===== src/rtl/rx_frame_status_pkg.sv =====
package rx_frame_status_pkg;

    localparam int FS_LEN_W = 12;
    localparam int FS_ERR_W = 3;

    typedef struct packed {
        logic [FS_LEN_W-1:0] len;
        logic                err_len;
        logic                err_crc;
        logic                err_abort;
    } fs_rec_t;

    typedef enum logic [1:0] {
        Q_EMPTY   = 2'd0,
        Q_PARTIAL = 2'd1,
        Q_FULL    = 2'd2
    } fs_state_t;

endpackage


===== src/rtl/fs_store.sv =====
module fs_store
    import rx_frame_status_pkg::*;
#(
    parameter int DEPTH = 8,
    localparam int PTR_W = $clog2(DEPTH)
) (
    input  logic             clk,
    input  logic             rst_n,
    input  logic             wr_en,
    input  logic [PTR_W-1:0] wr_ptr,
    input  fs_rec_t          wr_rec,
    input  logic [PTR_W-1:0] rd_ptr,
    output fs_rec_t          rd_rec
);

    fs_rec_t slots [DEPTH];

    for (genvar g = 0; g < DEPTH; g++) begin : g_slot
        always_ff @(posedge clk or negedge rst_n) begin
            if (!rst_n)
                slots[g] <= '0;
            else if (wr_en && (wr_ptr == PTR_W'(g)))
                slots[g] <= wr_rec;
        end
    end

    assign rd_rec = slots[rd_ptr];

endmodule


===== src/rtl/fs_ctrl.sv =====
module fs_ctrl
    import rx_frame_status_pkg::*;
#(
    parameter int DEPTH = 8,
    localparam int PTR_W = $clog2(DEPTH),
    localparam int CNT_W = $clog2(DEPTH + 1)
) (
    input  logic             clk,
    input  logic             rst_n,
    input  logic             push,
    input  logic             pop,
    output logic             wr_en,
    output logic [PTR_W-1:0] wr_ptr,
    output logic [PTR_W-1:0] rd_ptr,
    output logic [CNT_W-1:0] count,
    output logic             has_rec,
    output logic             ovf
);

    fs_state_t state, state_nx;
    logic      do_push, do_pop, drop;

    always_comb begin
        do_pop  = pop && (state != Q_EMPTY);
        do_push = push && ((state != Q_FULL) || do_pop);
        drop    = push && !do_push;
    end

    always_comb begin
        state_nx = state;
        unique case (state)
            Q_EMPTY:
                if (do_push) state_nx = Q_PARTIAL;
            Q_PARTIAL: begin
                if (do_push && !do_pop && (count == CNT_W'(DEPTH - 1)))
                    state_nx = Q_FULL;
                else if (do_pop && !do_push && (count == CNT_W'(1)))
                    state_nx = Q_EMPTY;
            end
            Q_FULL:
                if (do_pop && !do_push) state_nx = Q_PARTIAL;
            default: state_nx = Q_EMPTY;
        endcase
    end

    always_ff @(posedge clk or negedge rst_n) begin
        if (!rst_n) state <= Q_EMPTY;
        else        state <= state_nx;
    end

    always_ff @(posedge clk or negedge rst_n) begin
        if (!rst_n) begin
            wr_ptr <= '0;
            rd_ptr <= '0;
            count  <= '0;
            ovf    <= 1'b0;
        end else begin
            if (do_push)
                wr_ptr <= (wr_ptr == PTR_W'(DEPTH - 1)) ? '0 : wr_ptr + 1'b1;
            if (do_pop)
                rd_ptr <= (rd_ptr == PTR_W'(DEPTH - 1)) ? '0 : rd_ptr + 1'b1;
            if (do_push && !do_pop)      count <= count + 1'b1;
            else if (do_pop && !do_push) count <= count - 1'b1;
            if (drop)     ovf <= 1'b1;
            else if (pop) ovf <= 1'b0;
        end
    end

    always_comb begin
        wr_en   = do_push;
        has_rec = (state != Q_EMPTY);
    end

    assert_count_bound_R6: assert property (@(posedge clk) disable iff (!rst_n)
        count <= CNT_W'(DEPTH));

    assert_full_state_R6: assert property (@(posedge clk) disable iff (!rst_n)
        (state == Q_FULL) == (count == CNT_W'(DEPTH)));

    assert_empty_read_R8: assert property (@(posedge clk) disable iff (!rst_n)
        (pop && !push && state == Q_EMPTY) |=> (count == '0));

    assert_no_overflow_R7: assert property (@(posedge clk) disable iff (!rst_n)
        (push && !pop && state == Q_FULL) |=> (ovf && $stable(count)));

    assert_pair_level_R10: assert property (@(posedge clk) disable iff (!rst_n)
        (push && pop && state != Q_EMPTY) |=> $stable(count));

endmodule


===== src/rtl/fs_irq.sv =====
module fs_irq #(
    parameter int DEPTH  = 8,
    parameter int TRIG_W = 4,
    localparam int CNT_W = $clog2(DEPTH + 1)
) (
    input  logic              clk,
    input  logic              rst_n,
    input  logic [CNT_W-1:0]  count,
    input  logic [TRIG_W-1:0] trig,
    output logic              irq
);

    int eff_trig;

    always_comb begin
        if (trig == '0)                eff_trig = 1;
        else if (int'(trig) > DEPTH)   eff_trig = DEPTH;
        else                           eff_trig = int'(trig);
        irq = (int'(count) >= eff_trig);
    end

    assert_irq_needs_entry_R9: assert property (@(posedge clk) disable iff (!rst_n)
        irq |-> (count != '0));

    assert_irq_full_R9: assert property (@(posedge clk) disable iff (!rst_n)
        (count == CNT_W'(DEPTH)) |-> irq);

endmodule


===== src/rtl/rx_frame_status_queue.sv =====
module rx_frame_status_queue
    import rx_frame_status_pkg::*;
#(
    parameter int DEPTH  = 8,
    parameter int LO_W   = 8,
    parameter int TRIG_W = 4,
    localparam int LEN_W = FS_LEN_W,
    localparam int HI_W  = LEN_W - LO_W,
    localparam int PTR_W = $clog2(DEPTH),
    localparam int CNT_W = $clog2(DEPTH + 1)
) (
    input  logic              clk,
    input  logic              rst_n,
    input  logic              push_valid,
    input  logic [LEN_W-1:0]  push_len,
    input  logic [2:0]        push_err,
    input  logic              stat_rd,
    input  logic [TRIG_W-1:0] trig_level,
    output logic [7:0]        stat_byte,
    output logic [HI_W-1:0]   len_hi,
    output logic [LO_W-1:0]   len_lo,
    output logic [CNT_W-1:0]  fill_level,
    output logic              irq,
    output logic              ovf_flag
);

    logic             wr_en, has_rec;
    logic [PTR_W-1:0] wr_ptr, rd_ptr;
    fs_rec_t          in_rec, head;

    always_comb begin
        in_rec.len       = push_len;
        in_rec.err_len   = push_err[2];
        in_rec.err_crc   = push_err[1];
        in_rec.err_abort = push_err[0];
    end

    fs_ctrl #(.DEPTH(DEPTH)) u_ctrl (
        .clk(clk), .rst_n(rst_n), .push(push_valid), .pop(stat_rd),
        .wr_en(wr_en), .wr_ptr(wr_ptr), .rd_ptr(rd_ptr),
        .count(fill_level), .has_rec(has_rec), .ovf(ovf_flag)
    );

    fs_store #(.DEPTH(DEPTH)) u_store (
        .clk(clk), .rst_n(rst_n), .wr_en(wr_en), .wr_ptr(wr_ptr),
        .wr_rec(in_rec), .rd_ptr(rd_ptr), .rd_rec(head)
    );

    fs_irq #(.DEPTH(DEPTH), .TRIG_W(TRIG_W)) u_irq (
        .clk(clk), .rst_n(rst_n), .count(fill_level),
        .trig(trig_level), .irq(irq)
    );

    always_comb begin
        if (has_rec) begin
            stat_byte = {3'b000, head.err_len, head.err_crc, head.err_abort, 1'b0, 1'b1};
            len_hi    = head.len[LEN_W-1:LO_W];
            len_lo    = head.len[LO_W-1:0];
        end else begin
            stat_byte = '0;
            len_hi    = '0;
            len_lo    = '0;
        end
    end

    assert_empty_zero_R8: assert property (@(posedge clk) disable iff (!rst_n)
        (fill_level == '0) |-> (stat_byte == 8'h00 && len_lo == '0));

    assert_reserved_bits_R3: assert property (@(posedge clk) disable iff (!rst_n)
        (stat_byte[7:5] == 3'b000) && !stat_byte[1]);

endmodule


===== config.mk =====
export PLATFORM = sky130hd
export DESIGN_NAME = rx_frame_status_queue
export DESIGN_NICKNAME = d
export VERILOG_FILES = /design/src/rtl/rx_frame_status_pkg.sv /design/src/rtl/fs_store.sv /design/src/rtl/fs_ctrl.sv /design/src/rtl/fs_irq.sv /design/src/rtl/rx_frame_status_queue.sv
export SDC_FILE = /design/constraint.sdc
export NUM_CORES = 1
export LEC_CHECK = 0
export ABC_AREA = 1
export BUFFER_PORTS_ARGS = -buffer_cell sky130_fd_sc_hd__buf_4
export CORE_ASPECT_RATIO = 0.5
export CORE_MARGIN = 2
export CORE_UTILIZATION = 59
export DETAILED_ROUTE_END_ITERATION = 16
export GPL_ROUTABILITY_DRIVEN = 0
export HOLD_SLACK_MARGIN = 0.15
export PLACE_DENSITY = 0.8
export SYNTH_ARGS = -nofsm -noshare
export SYNTH_HDL_FRONTEND = slang
export SYNTH_SLANG_ARGS = --single-unit

===== constraint.sdc =====
create_clock -name clk -period 1.94 [get_ports clk]
set_clock_uncertainty 0.2 [all_clocks]
set_input_delay 0 -clock clk [delete_from_list [all_inputs] [get_ports clk]]
set_output_delay 0 -clock clk [all_outputs]
set_load 0.01 [all_outputs]

# After elaboration in Yosys (flattened, before gate mapping)
# Index checks and enable logic that the tools add are counted.
# W data, S select, Z words.
word_totals:
  register_bits: 133
  in_bits: 23
  out_inout_bits: 26
  elab_cells: 105
op_classes:
  add_sub_neg: 4
  magnitude_cmp: 3
  eq_ne: 16
  mux: 19
  n_bitwise: 1
  reduce_logical: 25
op_table:
  columns: ["cell", "count"]
  rows:
  - ["$bmux W15 S3", 1]
  - ["$ge A5 B32 Y1", 1]
  - ["$mux W32", 1]
  - ["$mux W15", 2]
  - ["$mux W4", 4]
  - ["$eq A3 B3 Y1 const B", 5]
  - ["$logic_and A1 B1 Y1", 15]
  - ["$mux W2", 4]
  - ["$mux W8", 1]
  - ["$add A3 B1 Y3 const B", 2]
  - ["$eq A3 B2 Y1 const B", 2]
  - ["$mux W3", 2]
  - ["$pmux W2 S3", 1]
  - ["$reduce_bool A2 Y1", 3]
  - ["$mux W5", 1]
  - ["$add A4 B1 Y4 const B", 1]
  - ["$eq A4 B1 Y1 const B", 1]
  - ["$eq A4 B3 Y1 const B", 1]
  - ["$ge A4 B4 Y1 const B", 1]
  - ["$gt A4 B4 Y1 const B", 1]
  - ["$logic_not A4 Y1", 1]
  - ["$ne A2 B1 Y1 const B", 2]
  - ["$not A3 Y4", 1]
  - ["$sub A4 B1 Y4 const B", 1]
  - ["other kinds (11)", 13]

# Depth between registers and ports, before layout
depth:
  depth_word: 10
  depth_mapped: 10
  depth_no_buf: 9

# Modules after synthesis
# A second synthesis with hierarchy kept.
unflattened:
  cells_unflattened: 981
  area_unflattened_um2: 6995.5
modules_own_cells:
  columns: ["mod", "n_inst", "cells_each", "area_each_um2", "seq_area_each_um2"]
  rows:
  - ["fs_store", 1, 816, 5886.9, 3002.9]
  - ["fs_ctrl", 1, 104, 810.8, 325.3]
  - ["rx_frame_status_queue", 1, 37, 165.2, 0.0]
  - ["fs_irq", 1, 24, 132.6, 0.0]

# Worst setup path before layout
# Ideal clock, no wire load.
synth_path:
  kind: "register -> register"
  from: "register u_ctrl.state[0]"
  to: "register u_store.slots[14] in the netlist's numbering"
  setup_ns: 0.126
  arrival_ns: 1.123
  required_ns: 1.614
  slack_ns: 0.491
  stages_incl_launch_ff: 11
  n_path_buf: 1
  synth_period_minus_slack_ns: 1.449
  path_cell_list: "dfrtp_1 > inv_2 > nand2_4 > inv_2 > nand2_4 > nand2_2 > inv_4 > nand2_2 > buf_4 > nand2_1 > o21ai_1"
synth_via:
  elab_chain_len: 5
  elab_cells_between_ends: 6
  classes_between: "eq/ne (1); reduce/logical (5)"
synth_lines:
  columns: ["element", "line_no", "rtl"]
  rows:
  - ["start, declared", "fs_ctrl.sv:20", "fs_state_t state, state_nx;"]
  - ["start signal, assigned", "fs_ctrl.sv:48", "else state <= state_nx;"]
  - ["$reduce_bool A2 Y1", "fs_ctrl.sv:24", "do_pop = pop && (state != Q_EMPTY);"]
  - ["$logic_and A1 B1 Y1", "fs_ctrl.sv:24", null]
  - ["$logic_or A1 B1 Y1 *", "fs_ctrl.sv:25", "do_push = push && ((state != Q_FULL) || do_pop);"]
  - ["$logic_and A1 B1 Y1 *", "fs_ctrl.sv:25", null]
  - ["$logic_and A1 B1 Y1 *", "fs_store.sv:22", "else if (wr_en && (wr_ptr == PTR_W'(g)))"]
  - ["end signal, assigned by index", "fs_store.sv:23", "slots[g] <= wr_rec;"]
  - ["end, declared", "fs_store.sv:16", "fs_rec_t slots [DEPTH];"]
# Every way passes the cells marked *; elsewhere a longest branch is shown, timed or not.
# A chain may end at the register's enable or synchronous reset.

# Worst setup path in the final report
layout_path:
  from: "register u_ctrl.rd_ptr[0]"
  to: "output len_lo[0]"
layout_via:
  elab_chain_len: 5
layout_lines:
  columns: ["element", "line_no", "rtl"]
  rows:
  - ["start, declared", "fs_ctrl.sv:14", "output logic [PTR_W-1:0] rd_ptr,"]
  - ["start signal, assigned", "fs_ctrl.sv:61", "rd_ptr <= (rd_ptr == PTR_W'(DEPTH - 1)) ? '0 : rd_ptr + 1'b1;"]
  - ["$not A3 Y4 (implied by the code)", "fs_store.sv:27", "assign rd_rec = slots[rd_ptr];"]
  - ["$bmux W15 S3", "fs_store.sv:27", null]
  - ["$mux W15 (implied by the code) (2 in series)", "fs_store.sv:27", null]
  - ["$mux W8", "rx_frame_status_queue.sv:55", "if (has_rec) begin"]
  - ["end, declared", "rx_frame_status_queue.sv:21", "output logic [LO_W-1:0] len_lo,"]
# Every way passes these cells. The select of a mux whose other input is x is not followed.

==> results.sh <==
export IMPL_core_mm2=0.01088
export IMPL_routed_via_density=5.870
export IMPL_wl_per_cell_um=18.16
export IMPL_hp_class="reg -> reg"
export IMPL_status="complete, but fails checks"
export IMPL_p_clk_frac=0.211
export IMPL_syn_inst=810
export IMPL_yosysSeqAreaShare=0.5110
export IMPL_ant_nets=0
export IMPL_timing_hold_violations_final=0
export IMPL_yosys_area_top_type="dfrtp_1"
export IMPL_cp_required_ns=1.74
export IMPL_numCtsBuffers=17
export IMPL_num_fill_cells=690
export IMPL_grt_use_met2=0.5211
export IMPL_multi_input_area_mm2=0.002955
export IMPL_place_area_mm2=0.007082
export IMPL_final_area_mm2=0.008364
export IMPL_finalWirelength_mm=18.87
export IMPL_grt_max_degree=62
export IMPL_timing_rr_end="u_ctrl.ovf$_DFFE_PN0P_"
export IMPL_ff_latch_area_mm2=0.003331
export IMPL_hold_end="u_store.slots[73]$_DFFE_PN0P_"
export IMPL_ys_async_sr_fraction=1.000
export IMPL_clkTransAtPathRegs_ns=0.06
export IMPL_synth_area_top_cells="dfrtp_1, nand2_1, nor2_1"
export IMPL_final_nets=919
export IMPL_grt_usage=0.3228
export IMPL_rr_worst_depth=6
export IMPL_synth_edff_count=0
export IMPL_cellPowerDensity_mw_per_mm2=1849
export IMPL_clock_sinks=133
export IMPL_avgSynthCellArea_um2=8.040
export IMPL_r2r_start="u_ctrl.state[0]$_DFFE_PN0P_"
export IMPL_pwr_share_seq=0.320
export IMPL_setup_viol=15
export IMPL_grt_first_pass_wirelength_mm=30.10
export IMPL_cts_tree="done"
export IMPL_critPathLaunchType="register"
export IMPL_clk_path_buf_depth=2
export IMPL_final_cell_mix="nand2_1, dfrtp_1, nor2_1"
export IMPL_synth_top_area_share=0.5110
export IMPL_ys_types=25
export IMPL_post_route_min_period_ns=2.044
export IMPL_min_period_over_period=1.053
export IMPL_intPower_w=0.009226
export IMPL_fin_setup_tns_ns=-0.9632
export IMPL_drv_slew=0
export IMPL_firstDrtPassIters=5
export IMPL_p_leak_nw=4.094
export IMPL_hp_start="u_store.slots[73]$_DFFE_PN0P_"
export IMPL_hold_path_depth=2
export IMPL_switching_share=0.4034
export IMPL_use_met1=0.4312
export IMPL_grt_use_met3=0.07344
export IMPL_drtIter0Drc=671
export IMPL_cp_end_kind="primary output"
export IMPL_diodes=0
export IMPL_peakVddDrop_mv=0.9300
export IMPL_grt_busiest_layer="met2"
export IMPL_power_frac_comb=0.468
export IMPL_yosys_warnings=0
export IMPL_grt_overflow=0
export IMPL_p_total_w=0.01546
export IMPL_die_w_um=152.6
export IMPL_antenna_found_initial=0
export IMPL_cp_data_arrival_time_ns=1.84
export IMPL_dp_hpwl_mm=9.950
export IMPL_ys_seq_elements=133
export IMPL_cap_violations=0
export IMPL_root_buffer="clkbuf_16"
export IMPL_dieArea_mm2=0.01195
export IMPL_fp_dieH_um=78.29
export IMPL_crit_path_max_fanout=4
export IMPL_mostFrequentLayoutCell="nand2_1"
export IMPL_rsz0062_at_grt="true"
export IMPL_r2r_slack_ns=0.24
export IMPL_failed_checks="negative setup slack"
export IMPL_layout_setup_ws_ns=-0.1038
export IMPL_max_freq_mhz=489.3
export IMPL_switchingPower_w=0.006239
export IMPL_clkLatencyLatePin_ns=0.41
export IMPL_syn2layout_area_growth_pct=28.43
export IMPL_syn_area_mm2=0.006512
export IMPL_drc=0
export IMPL_grt_pass1_vias=6017
export IMPL_ctsHtreeMaxLevel=4
export IMPL_rows=27
export IMPL_path_class="reg -> out"
export IMPL_drive_gt1_frac=0.2092
export IMPL_pin_count=49
export IMPL_start_util=0.5987
export IMPL_synthFlopType="dfrtp_1"
export IMPL_vias=6099
export IMPL_port_buffers=44
cell type report:
type / instances / share of cell area
clock buffers: 19 / 0.05295
repair buffers: 102 / 0.1390
inverters: 33 / 0.01601
clock inverters: 13 / 0.01885
well taps: 145 / 0.02169
flip-flops and latches: 133 / 0.3982
multi-input cells: 594 / 0.3533
power by group through the flow:
stage	Clock, W	Combinational, W	Sequential, W
2_1_floorplan	0	0.00385	0.00461
3_3_place_gp	0	0.00554	0.00478
3_5_place_dp	0	0.00575	0.00481
4_1_cts	0.00328	0.00664	0.00483
5_1_grt	0.00342	0.00800	0.00507
6_report	0.00327	0.00724	0.00496
critical path, stage by stage, from the launching register on:
cell       delay (ns)
dfrtp_2          0.44
buf_8            0.16
clkbuf_16        0.16
nor2_1           0.10
nor2_1           0.05
o21ai_1          0.12
nand3_1          0.10
nand2_1          0.11
nor2_2           0.05
buf_4            0.14
kinds of logic (layout without fill, tap and decap cells):
| kind of cell | Yosys count | in the layout | synth area share |
|---|---|---|---|
| other | 1 | 4 | 0.0005758 |
| buffers and inverters | 86 | 167 | 0.06321 |
| DFF | 133 | 133 | 0.5110 |
| adders and majority gates | 15 | 15 | 0.02882 |
| and+or+nand+nor | 380 | 380 | 0.2332 |
| AOI/OAI and AO/OA | 193 | 193 | 0.1604 |
| xor gates and xnor gates | 2 | 2 | 0.002690 |
state kept, by name, indices dropped and copies added, names as in the netlist:
signal	flops
u_ctrl.rd_ptr	3
u_ctrl.state	2
u_ctrl.wr_ptr	3
u_ctrl.count	4
u_store.slots	120
u_ctrl.ovf	1
synthesized netlist by cell type (2+ instances only):
library cell	n
a21oi_1	2
buf_1	3
buf_2	21
buf_4	6
buf_6	5
clkbuf_1	18
dfrtp_1	133
ha_1	15
inv_1	29
inv_2	3
nand2_1	176
nand2_2	4
nand2_4	2
nand3_1	25
nand4_1	10
nor2_1	161
o21ai_0	113
o21ai_1	57
o21ai_2	20
xor2_1	2
per-layer routing:
layer,vias to the layer above,part of all wire
li1,2772,-
met1,2883,0.41
met2,384,0.46
met3,60,0.096
met4,0,0.030
met5,-,0
stage by stage:
step	cells	utilization	setup slack, ns	hold slack, ns
final	1039	0.7689	-0.1038	0.2800
after global routing	1039	0.7689	-0.1662	0.2963
after CTS	1035	0.7509	-0.05845	0.2782
after detailed placement	973	0.6510	0.3142	-0.2605
after global placement	973	0.6510	0.3526	-0.2617
after floorplan	813	-	0.4905	-0.4956
worst max path at each step:
stage	cells after the start	startpoint	endpoint	slack (ns)
after floorplan	10	u_ctrl.state[0]$_DFFE_PN0P_	u_store.slots[14]$_DFFE_PN0P_	0.49
after CTS	9	u_ctrl.rd_ptr[0]$_DFFE_PN0P_	len_lo[4]	-0.06
after global routing	9	u_ctrl.rd_ptr[0]$_DFFE_PN0P_	len_lo[1]	-0.17
after detailed placement	10	u_ctrl.state[0]$_DFFE_PN0P_	u_store.slots[72]$_DFFE_PN0P_	0.31
final	9	u_ctrl.rd_ptr[0]$_DFFE_PN0P_	len_lo[0]	-0.10
after global placement	10	u_ctrl.state[0]$_DFFE_PN0P_	u_store.slots[66]$_DFFE_PN0P_	0.35
timing repair:
item	in CTS	in global routing
endpoints found under the hold margin	266	24
hold buffers	21	2
pin swaps	15	16
gates cloned	4	4
buffers inserted	5	0
resized for setup	59	39
endpoints found under the setup margin	12	40
Note: power is estimated with default switching activity, not from simulation.
